--- config.mk ---
export PLATFORM = sky130hd
export DESIGN_NAME = stest_supervisor
export DESIGN_NICKNAME = d
export VERILOG_FILES = /design/src/rtl/stest_pkg.sv /design/src/rtl/stest_regif.sv /design/src/rtl/stest_seq.sv /design/src/rtl/stest_sig_bank.sv /design/src/rtl/stest_supervisor.sv
export SDC_FILE = /design/constraint.sdc
export NUM_CORES = 1
export LEC_CHECK = 0
export CORE_ASPECT_RATIO = 2
export CORE_MARGIN = 5
export CORE_UTILIZATION = 50
export DETAILED_ROUTE_END_ITERATION = 10
export HOLD_SLACK_MARGIN = 0.02
export PLACE_DENSITY = 0.92
export SLEW_MARGIN = 10
export SYNTH_ARGS = -nofsm -noshare
export SYNTH_HDL_FRONTEND = slang
export SYNTH_SLANG_ARGS = --single-unit
--- constraint.sdc ---
create_clock -name clk_i -period 5.2 [get_ports clk_i]
set_input_delay 1.04 -clock clk_i [delete_from_list [all_inputs] [get_ports clk_i]]
set_output_delay 1.04 -clock clk_i [all_outputs]
set_load 0.1 [all_outputs]
--- src/rtl/stest_pkg.sv ---
package stest_pkg;
  typedef enum logic [2:0] {
    ST_IDLE = 3'd0,
    ST_CFG  = 3'd1,
    ST_RUN  = 3'd2,
    ST_CAPT = 3'd3,
    ST_HOLD = 3'd4
  } st_e;

  localparam int REG_CTRL = 0;
  localparam int REG_CFG  = 1;
  localparam int REG_STAT = 2;
  localparam int REG_SIG0 = 4;

  localparam int CTRL_START  = 0;
  localparam int CTRL_RESET  = 1;
  localparam int CTRL_ERRINJ = 2;

  localparam int STAT_BUSY    = 4;
  localparam int STAT_ALARM   = 5;
  localparam int STAT_DONE    = 8;
  localparam int CFG_WORD_LSB = 16;
endpackage

--- src/rtl/stest_regif.sv ---
module stest_regif
  import stest_pkg::*;
#(
  parameter int NUM_DOM = 4,
  parameter int SIG_W   = 16,
  parameter int ADDR_W  = 4,
  parameter int DATA_W  = 32,
  parameter int WORD_W  = 16
) (
  input  logic                     clk_i,
  input  logic                     rst_ni,
  input  logic                     bus_sel_i,
  input  logic                     bus_we_i,
  input  logic [ADDR_W-1:0]        bus_addr_i,
  input  logic [DATA_W-1:0]        bus_wdata_i,
  output logic [DATA_W-1:0]        bus_rdata_o,
  input  logic                     busy_i,
  input  st_e                      state_i,
  input  logic                     alarm_i,
  input  logic [NUM_DOM-1:0]       done_map_i,
  input  logic [NUM_DOM*SIG_W-1:0] sig_i,
  output logic                     start_o,
  output logic                     swrst_o,
  output logic                     errinj_o,
  output logic [NUM_DOM-1:0]       mask_o,
  output logic [WORD_W-1:0]        word_o
);
  logic wr, ctrl_wr, cfg_wr;
  logic errinj_q;
  logic [NUM_DOM-1:0] mask_q;
  logic [WORD_W-1:0]  word_q;
  logic unused_wdata;

  assign wr      = bus_sel_i && bus_we_i;
  assign ctrl_wr = wr && (bus_addr_i == ADDR_W'(REG_CTRL));
  assign cfg_wr  = wr && (bus_addr_i == ADDR_W'(REG_CFG));
  assign start_o = ctrl_wr && bus_wdata_i[CTRL_START];
  assign swrst_o = ctrl_wr && bus_wdata_i[CTRL_RESET];
  assign unused_wdata = ^bus_wdata_i;

  always_ff @(posedge clk_i or negedge rst_ni) begin
    if (!rst_ni) begin
      errinj_q <= 1'b0;
      mask_q   <= '0;
      word_q   <= '0;
    end else begin
      if (ctrl_wr) errinj_q <= bus_wdata_i[CTRL_ERRINJ];
      // configuration frozen while a sequence runs
      if (cfg_wr && !busy_i) begin
        mask_q <= bus_wdata_i[NUM_DOM-1:0];
        word_q <= bus_wdata_i[CFG_WORD_LSB +: WORD_W];
      end
    end
  end

  assign errinj_o = errinj_q;
  assign mask_o   = mask_q;
  assign word_o   = word_q;

  always_comb begin
    bus_rdata_o = '0;
    if (bus_addr_i == ADDR_W'(REG_CTRL)) begin
      bus_rdata_o[CTRL_ERRINJ] = errinj_q;
    end else if (bus_addr_i == ADDR_W'(REG_CFG)) begin
      bus_rdata_o[NUM_DOM-1:0]                = mask_q;
      bus_rdata_o[CFG_WORD_LSB +: WORD_W]     = word_q;
    end else if (bus_addr_i == ADDR_W'(REG_STAT)) begin
      bus_rdata_o[2:0]                   = state_i;
      bus_rdata_o[STAT_BUSY]             = busy_i;
      bus_rdata_o[STAT_ALARM]            = alarm_i;
      bus_rdata_o[STAT_DONE +: NUM_DOM]  = done_map_i;
    end
    for (int d = 0; d < NUM_DOM; d++) begin
      if (bus_addr_i == ADDR_W'(REG_SIG0 + d))
        bus_rdata_o[SIG_W-1:0] = sig_i[d*SIG_W +: SIG_W];
    end
  end
endmodule

--- src/rtl/stest_seq.sv ---
module stest_seq
  import stest_pkg::*;
#(
  parameter int NUM_DOM = 4,
  localparam int CNT_W  = $clog2(NUM_DOM + 1),
  localparam int IDX_W  = (NUM_DOM > 1) ? $clog2(NUM_DOM) : 1
) (
  input  logic               clk_i,
  input  logic               rst_ni,
  input  logic               start_i,
  input  logic               swrst_i,
  input  logic [NUM_DOM-1:0] mask_i,
  input  logic               cfg_ack_i,
  input  logic [NUM_DOM-1:0] done_i,
  output st_e                state_o,
  output logic               busy_o,
  output logic               cfg_req_o,
  output logic [IDX_W-1:0]   cfg_dom_o,
  output logic [NUM_DOM-1:0] run_req_o,
  output logic [NUM_DOM-1:0] done_map_o,
  output logic               alarm_o,
  output logic               hold_o,
  output logic               clear_o,
  output logic               capture_o
);
  st_e                state_q;
  logic [CNT_W-1:0]   slot_q;
  logic [NUM_DOM-1:0] done_q;
  logic               alarm_q;
  logic               slot_end, slot_sel, slot_done, stray;

  assign slot_end = (slot_q == CNT_W'(NUM_DOM));

  always_comb begin
    slot_sel  = 1'b0;
    slot_done = 1'b0;
    for (int d = 0; d < NUM_DOM; d++) begin
      if (slot_q == CNT_W'(d)) begin
        slot_sel  = mask_i[d];
        slot_done = done_i[d];
      end
    end
  end

  for (genvar d = 0; d < NUM_DOM; d++) begin : g_run
    assign run_req_o[d] = (state_q == ST_RUN) && (slot_q == CNT_W'(d)) && mask_i[d];
  end

  assign busy_o    = (state_q != ST_IDLE);
  assign cfg_req_o = (state_q == ST_CFG) && slot_sel;
  assign cfg_dom_o = IDX_W'(slot_q);
  assign stray     = |(done_i & ~run_req_o);
  assign clear_o   = (state_q == ST_IDLE) && start_i && !swrst_i;
  assign capture_o = (state_q == ST_CAPT) && !swrst_i;
  assign hold_o    = (state_q == ST_HOLD);

  always_ff @(posedge clk_i or negedge rst_ni) begin
    if (!rst_ni) begin
      state_q <= ST_IDLE;
      slot_q  <= '0;
      done_q  <= '0;
      alarm_q <= 1'b0;
    end else if (swrst_i) begin
      state_q <= ST_IDLE;
      slot_q  <= '0;
      alarm_q <= 1'b0;
    end else begin
      if (stray || (start_i && busy_o)) alarm_q <= 1'b1;
      unique case (state_q)
        ST_IDLE: if (start_i) begin
          state_q <= ST_CFG;
          slot_q  <= '0;
          done_q  <= '0;
        end
        ST_CFG: begin
          if (slot_end) begin
            state_q <= ST_RUN;
            slot_q  <= '0;
          end else if (!slot_sel || cfg_ack_i) begin
            slot_q <= slot_q + CNT_W'(1);
          end
        end
        ST_RUN: begin
          if (slot_end) begin
            state_q <= ST_CAPT;
          end else if (!slot_sel) begin
            slot_q <= slot_q + CNT_W'(1);
          end else if (slot_done) begin
            done_q <= done_q | run_req_o;
            slot_q <= slot_q + CNT_W'(1);
          end
        end
        ST_CAPT: state_q <= ST_HOLD;
        ST_HOLD: state_q <= ST_HOLD;
        default: state_q <= ST_IDLE;
      endcase
    end
  end

  assign state_o    = state_q;
  assign done_map_o = done_q;
  assign alarm_o    = alarm_q;
endmodule

--- src/rtl/stest_sig_bank.sv ---
module stest_sig_bank #(
  parameter int NUM_DOM = 4,
  parameter int SIG_W   = 16
) (
  input  logic                     clk_i,
  input  logic                     rst_ni,
  input  logic                     clear_i,
  input  logic                     capture_i,
  input  logic [NUM_DOM-1:0]       mask_i,
  input  logic [NUM_DOM*SIG_W-1:0] sig_i,
  output logic [NUM_DOM*SIG_W-1:0] sig_o
);
  for (genvar d = 0; d < NUM_DOM; d++) begin : g_sig
    logic [SIG_W-1:0] sig_q;
    always_ff @(posedge clk_i or negedge rst_ni) begin
      if (!rst_ni)                   sig_q <= '0;
      else if (clear_i)              sig_q <= '0;
      else if (capture_i)            sig_q <= mask_i[d] ? sig_i[d*SIG_W +: SIG_W] : '0;
    end
    assign sig_o[d*SIG_W +: SIG_W] = sig_q;
  end
endmodule

--- src/rtl/stest_supervisor.sv ---
module stest_supervisor
  import stest_pkg::*;
#(
  parameter int NUM_DOM = 4,
  parameter int SIG_W   = 16,
  parameter int ADDR_W  = 4,
  parameter int DATA_W  = 32,
  parameter int WORD_W  = 16,
  localparam int IDX_W  = (NUM_DOM > 1) ? $clog2(NUM_DOM) : 1
) (
  input  logic                     clk_i,
  input  logic                     rst_ni,
  input  logic                     bus_sel_i,
  input  logic                     bus_we_i,
  input  logic [ADDR_W-1:0]        bus_addr_i,
  input  logic [DATA_W-1:0]        bus_wdata_i,
  output logic [DATA_W-1:0]        bus_rdata_o,
  output logic                     cfg_req_o,
  output logic [IDX_W-1:0]         cfg_dom_o,
  output logic [WORD_W-1:0]        cfg_word_o,
  input  logic                     cfg_ack_i,
  output logic [NUM_DOM-1:0]       run_req_o,
  input  logic [NUM_DOM-1:0]       dom_done_i,
  input  logic [NUM_DOM*SIG_W-1:0] dom_sig_i,
  output logic                     scan_mode_o,
  output logic                     sys_rst_req_o,
  output logic                     alarm_o
);
  st_e                      state;
  logic                     busy, start, swrst, errinj, alarm_sticky;
  logic                     clear, capture, hold;
  logic [NUM_DOM-1:0]       mask, done_map;
  logic [NUM_DOM*SIG_W-1:0] sig_q;

  stest_regif #(
    .NUM_DOM(NUM_DOM), .SIG_W(SIG_W), .ADDR_W(ADDR_W), .DATA_W(DATA_W), .WORD_W(WORD_W)
  ) u_regif (
    .clk_i       (clk_i),
    .rst_ni      (rst_ni),
    .bus_sel_i   (bus_sel_i),
    .bus_we_i    (bus_we_i),
    .bus_addr_i  (bus_addr_i),
    .bus_wdata_i (bus_wdata_i),
    .bus_rdata_o (bus_rdata_o),
    .busy_i      (busy),
    .state_i     (state),
    .alarm_i     (alarm_o),
    .done_map_i  (done_map),
    .sig_i       (sig_q),
    .start_o     (start),
    .swrst_o     (swrst),
    .errinj_o    (errinj),
    .mask_o      (mask),
    .word_o      (cfg_word_o)
  );

  stest_seq #(.NUM_DOM(NUM_DOM)) u_seq (
    .clk_i      (clk_i),
    .rst_ni     (rst_ni),
    .start_i    (start),
    .swrst_i    (swrst),
    .mask_i     (mask),
    .cfg_ack_i  (cfg_ack_i),
    .done_i     (dom_done_i),
    .state_o    (state),
    .busy_o     (busy),
    .cfg_req_o  (cfg_req_o),
    .cfg_dom_o  (cfg_dom_o),
    .run_req_o  (run_req_o),
    .done_map_o (done_map),
    .alarm_o    (alarm_sticky),
    .hold_o     (hold),
    .clear_o    (clear),
    .capture_o  (capture)
  );

  stest_sig_bank #(.NUM_DOM(NUM_DOM), .SIG_W(SIG_W)) u_sig (
    .clk_i     (clk_i),
    .rst_ni    (rst_ni),
    .clear_i   (clear),
    .capture_i (capture),
    .mask_i    (mask),
    .sig_i     (dom_sig_i),
    .sig_o     (sig_q)
  );

  assign scan_mode_o   = busy;
  assign sys_rst_req_o = hold;
  assign alarm_o       = alarm_sticky | errinj;
endmodule

=== Word-level counts from Yosys, hierarchy flattened ===
Cells that the tools add are included.

* Output and inout bits: 58
* Register bits after elaboration: 96
* Bits of input ports: 109
* Word-level logic and storage cells: 135

* Bitwise gates (word level): 5
* Equal/unequal tests: 24
* Muxes and demuxes: 57
* Reduce and logical (&&, ||, !) cells: 37
* $add $sub $neg: 1

{| class="wikitable"
|+ Operator list
! cell !! count
|-
| two-way mux 16 bit || 18
|-
| two-way mux 3 bit || 14
|-
| two-way mux 4 bit || 7
|-
| logical AND 1 bit || 19
|-
| equality test 4 x 3 -> 1 bit (second input constant) || 4
|-
| equality test 3 x 2 -> 1 bit (second input constant) || 4
|-
| two-way mux 1 bit || 12
|-
| one-hot mux 3 bit (4 select lines) || 1
|-
| inequality test 3 x 1 -> 1 bit (second input constant) || 3
|-
| one-hot mux 3 bit (3 select lines) || 1
|-
| one-hot mux 4 bit (2 select lines) || 1
|-
| equality test 3 x 1 -> 1 bit (second input constant) || 2
|-
| equality test 3 bit (second input constant) || 2
|-
| zero test 3 bit || 2
|-
| two-way mux 2 bit || 3
|-
| inequality test 2 x 1 -> 1 bit (second input constant) || 3
|-
| AND reduction 6 bit || 1
|-
| nonzero test 2 bit || 3
|-
| AND reduction 5 bit || 1
|-
| bitwise AND 4 bit || 1
|-
| equality test 4 x 1 -> 1 bit (second input constant) || 1
|-
| equality test 4 x 2 -> 1 bit (second input constant) || 1
|-
| zero test 4 bit || 1
|-
| inequality test 4 x 2 -> 1 bit (second input constant) || 1
|-
| other kinds (15) || 18
|}

=== Depth between registers and ports, before layout ===
* Word-level depth: 11
* Mapped depth: 8
* Mapped depth without buffers: 7

=== Hierarchy ===
A second synthesis with hierarchy kept.

* Cell total of the unflattened synthesis: 411
* Area total of the unflattened synthesis: 5016.1 um2

{| class="wikitable"
|+ By module, submodules not included
! module !! sequential area each (um2) !! area each (um2) !! cells each !! instances
|-
| stest_sig_bank || 1601.5 || 2399.8 || 155 || 1
|-
| stest_regif || 525.5 || 1801.7 || 165 || 1
|-
| stest_seq || 275.3 || 808.3 || 90 || 1
|-
| stest_supervisor || 0.0 || 6.3 || 1 || 1
|}

=== Worst setup path after synthesis ===
OpenSTA, ideal clock, no wires.

* Kind: input to output
* From: input bus_addr_i[3]
* To: output bus_rdata_o[4]
* Stages on the path: 4
* Setup slack: -0.032 ns
* Path buffers: 1
* Required time: 4.160 ns
* Arrival time: 4.192 ns
* Path through: clkbuf_2 > nor4b_1 > a22oi_1 > o21ai_0

* Cells in the longest elaborated chain, start to end: 8
* Elaborated cells between the ends (all ways): 14
* Classes of those cells: eq/ne: 6; mux: 7; reduce/logical: 1

{| class="wikitable"
|+ RTL lines
! item !! RTL line !! text
|-
| from (decl) || stest_supervisor.sv:15 || <nowiki>input logic [ADDR_W-1:0] bus_addr_i,</nowiki>
|-
| equality test 4 x 2 -> 1 bit || stest_regif.sv:67 || <nowiki>end else if (bus_addr_i == ADDR_W'(REG_STAT)) begin</nowiki>
|-
| two-way mux 2 bit || stest_regif.sv:67 ||
|-
| two-way mux 2 bit || stest_regif.sv:64 || <nowiki>end else if (bus_addr_i == ADDR_W'(REG_CFG)) begin</nowiki>
|-
| two-way mux 3 bit || stest_regif.sv:62 || <nowiki>if (bus_addr_i == ADDR_W'(REG_CTRL)) begin</nowiki>
|-
| two-way mux 16 bit (3 in series) || stest_regif.sv:74 || <nowiki>if (bus_addr_i == ADDR_W'(REG_SIG0 + d))</nowiki>
|-
| two-way mux 16 bit (*) || stest_regif.sv:74 ||
|-
| to (decl) || stest_supervisor.sv:17 || <nowiki>output logic [DATA_W-1:0] bus_rdata_o,</nowiki>
|}

Every way passes the cells marked *; elsewhere a longest branch is shown, timed or not.

=== Worst setup path after layout ===
* From: input bus_addr_i[1]
* To: output bus_rdata_o[5]

Same word-level chain as after synthesis.

==> summary.md <==
| Metric | Value |
|---|---|
| Final setup TNS | `0 ns` |
| Final WS setup | `0.618 ns` |
| Top FF cell, synth | `dfrtp_1` |
| PwrDens | `328 nW/µm²` |
| Wirelength per Cell | `19.9 µm` |
| Clock Root Buffer | `clkbuf_16` |
| Antenna violations before repair | `0` |
| Global Route Usage Sum | `27.3%` |
| Slowest CP cell | `clkdlybuf4s50_1` |
| Post-DRT Antenna Nets | `0` |
| Site Rows | `52` |
| Syn Area/Cell | `9.31 µm²` |
| #FFs+latches synth | `96` |
| Hold depth | `2` |
| Vias per cell | `5.94` |
| Layout cells sized above 1 | `14.5%` |
| Cell Area, Synth | `5080 µm²` |
| Post-synth top area cell | `dfrtp_1` |
| Placer congestion estimate | `0.993` |
| Later-pin clock latency in the skew report | `0.35 ns` |
| # nets final | `791` |
| Diode count | `0` |
| Pleak | `2.99 nW` |
| Critical path launch point type | `input port` |
| Asr flop ratio synth | `100%` |
| First-pass GRT wire length | `25700 µm` |
| CTS Buf Count | `9` |
| Clock buffer depth | `2` |
| R2R cell count | `5` |
| Starting DRC count in detailed routing | `523` |
| Core area | `10000 µm²` |
| H-tree levels | `3` |
| Residual DRC | `0` |
| Critical path class | `in -> out` |
| Hold Buf Count CTS | `0` |
| Worst-path clk slew | `0.06 ns` |
| Final Setup Violations | `0` |
| CP Data Arrival Time | `3.54 ns` |
| Vias | `4854` |
| Die W | `81.3 µm` |
| Post-place setup slack | `0.643 ns` |
| Worst-margin pin slew | `0.999 ns` |
| Port bufs | `154` |
| Unrepaired setup endpoints after global routing | `false` |
| Post-CTS sizing | `0` |
| I/O pins | `167` |
| DP Area | `6880 µm²` |
| R2R Path Start | `u_regif.mask_o[1]` |
| Worst path max stage delay | `0.81 ns` |
| Cell Chain, Critical Path | `clkdlybuf4s50_1 -> nor4b_1 -> a22oi_1 -> o21ai_0 -> buf_12` |
| RR Endpoint | `u_seq.done_map_o[2]` |
| Final Max Slew Viols | `0` |
| Largest net degree at the start of global routing | `65` |
| CP Capture Type | `output pin` |
| Synth-to-Final Area Change | `41.9%` |
| Final hold viol count | `0` |
| Syn Nets | `660` |
| Most frequent cell after synthesis | `dfrtp_1` |
| Vias in the first global route | `4926` |
| Crit path max fanout | `13` |
| Worst path bufs/invs | `2` |
| Hold Path Class | `reg -> reg` |
| GRT Residual Overflow | `0` |
| Routed WL | `16200 µm` |
| Buffers inserted by post-CTS timing repair | `0` |
| Status | `finished clean` |
| Post-synth EDFFs | `0` |
| Relative max-transition margin | `33.2%` |
| Max Clk Rate | `218 MHz` |
| Hold_sp | `u_sig.g_sig[0].sig_q[2]` |
| CTS tree | `built` |
| Stages on worst setup path | `5` |
| Ys Warns | `0` |
| HPWL after DPL | `12100 µm` |
| Post-synthesis sequential area ratio | `47.3%` |
| WP data required | `4.16 ns` |
| Unique masters post-synth | `48` |
| Drt pass-1 iters | `6` |
| Cells after synthesis | `546` |
| Design Area, Final | `7210 µm²` |
| Clock sink count | `96` |
| Die height | `153 µm` |
| Most frequent cells after synthesis | `dfrtp_1 (96), nand2_1 (86), a21oi_1 (77)` |
| Synth area leaders | `dfrtp_1 (47%), a21oi_1 (7.6%), nand3_1 (6.8%)` |
| Post-synth top area share | `47.3%` |
| Maxcap violations | `0` |
| Initial core utilization | `50.7%` |
| Min Tclk post-route | `4.58 ns` |
| WHS Endpoint | `u_sig.g_sig[0].sig_q[2]` |
| Register-to-register setup slack | `2.71 ns` |
| Worst VDD drop | `0.310 mV` |
| Cell family with most CP delay | `buffers and inverters` |
| Die area | `12400 µm²` |
| Crit share post-route | `88.1%` |
| Fin Clk Skew | `0.00789 ns` |
[cells by family (layout without fill, tap and decap cells)]
logic type | Yosys count | in the layout | synth area share [%]
muxes | 35 | 35 | 9.18
adders and majority gates | 5 | 5 | 1.23
DFF | 96 | 96 | 47.3
buffers and inverters | 52 | 188 | 5.19
AOI/OAI and AO/OA | 125 | 125 | 14.4
and+or+nand+nor | 233 | 233 | 22.7
[state kept, by name, indices dropped and copies added, names as in the netlist]
name and cells:
u_regif.word_o 16, u_seq.slot_q 3, u_seq.state_o 3, u_seq.alarm_o 1
u_sig.g_sig.sig_q 64, u_seq.done_map_o 4, u_regif.mask_o 4, u_regif.errinj_o 1
[worst register-to-register path, delay by kind of cell (launching register included)]
kind / cells / cell delay, ns
AND/OR/NAND/NOR: 1 / 0.42
AO/OA/AOI/OAI: 4 / 1.16
flip-flops: 1 / 0.86
[metrics by stage]
stage	util [%]	hold WS (ns)	instances	power, mW
floorplan	-	0.460	546	1.38
global placement	68.7	0.504	801	1.62
detailed placement	68.7	0.505	801	1.64
CTS	72.0	0.520	817	2.36
global route	72.0	0.536	817	2.44
finish	72.0	0.521	817	2.36
[layer usage]
metal | share of wire (%) | GRT usage, %
met3 | 6.0 | 4.08
met5 | 0 | 0
met4 | 5.4 | 16.0
met1 | 34 | 31.2
met2 | 55 | 46.5
[where the power goes]
part           internal, mW  total [mW]  switching [mW]
sequential            0.794       0.884          0.0896
clock                 0.449       0.729           0.280
combinational         0.244       0.752           0.508
[placed cells by master (no fill, tap or decap), types with 2 or more instances in the layout]
| cell | count |
|---|---|
| o21a_1 | 2 |
| o21ai_0 | 15 |
| inv_1 | 6 |
| nand2_1 | 86 |
| or3_1 | 2 |
| clkbuf_8 | 2 |
| nor3_1 | 3 |
| nor4_1 | 4 |
| buf_4 | 20 |
| mux2_2 | 23 |
| bufinv_16 | 2 |
| buf_12 | 25 |
| o21ai_1 | 4 |
| and3_1 | 3 |
| nor2_1 | 15 |
| nand3_1 | 69 |
| dfrtp_1 | 96 |
| a21oi_1 | 77 |
| mux4_2 | 7 |
| clkbuf_16 | 9 |
| ha_1 | 5 |
| o22a_1 | 4 |
| clkdlybuf4s50_1 | 120 |
| and2_1 | 24 |
| nand2b_1 | 4 |
| a211oi_1 | 2 |
| a311oi_1 | 2 |
| nand3b_1 | 4 |
| mux2i_1 | 5 |
| nor2b_1 | 7 |
| a22oi_1 | 11 |
[worst max path at each step]
stage,start,to,slack [ns]
final,bus_addr_i[1],bus_rdata_o[5],0.62
after global routing,bus_addr_i[1],bus_rdata_o[5],0.46
after CTS,bus_addr_i[1],bus_rdata_o[5],0.60
after detailed placement,bus_addr_i[1],bus_rdata_o[5],0.64
after global placement,bus_addr_i[1],bus_rdata_o[5],0.80
after floorplan,bus_addr_i[3],bus_rdata_o[5],0.04
[final cells by class]
type	count	area, µm²
Fill cell	674	2810
Multi-Input combinational cell	398	2430
Sequential cell	96	2400
Timing Repair Buffer	165	1850
Clock buffer	12	256
Tap cell	135	169
Clock inverter	4	76.3
Inverter	7	26.3
Note: power is estimated with default switching activity, not from simulation.
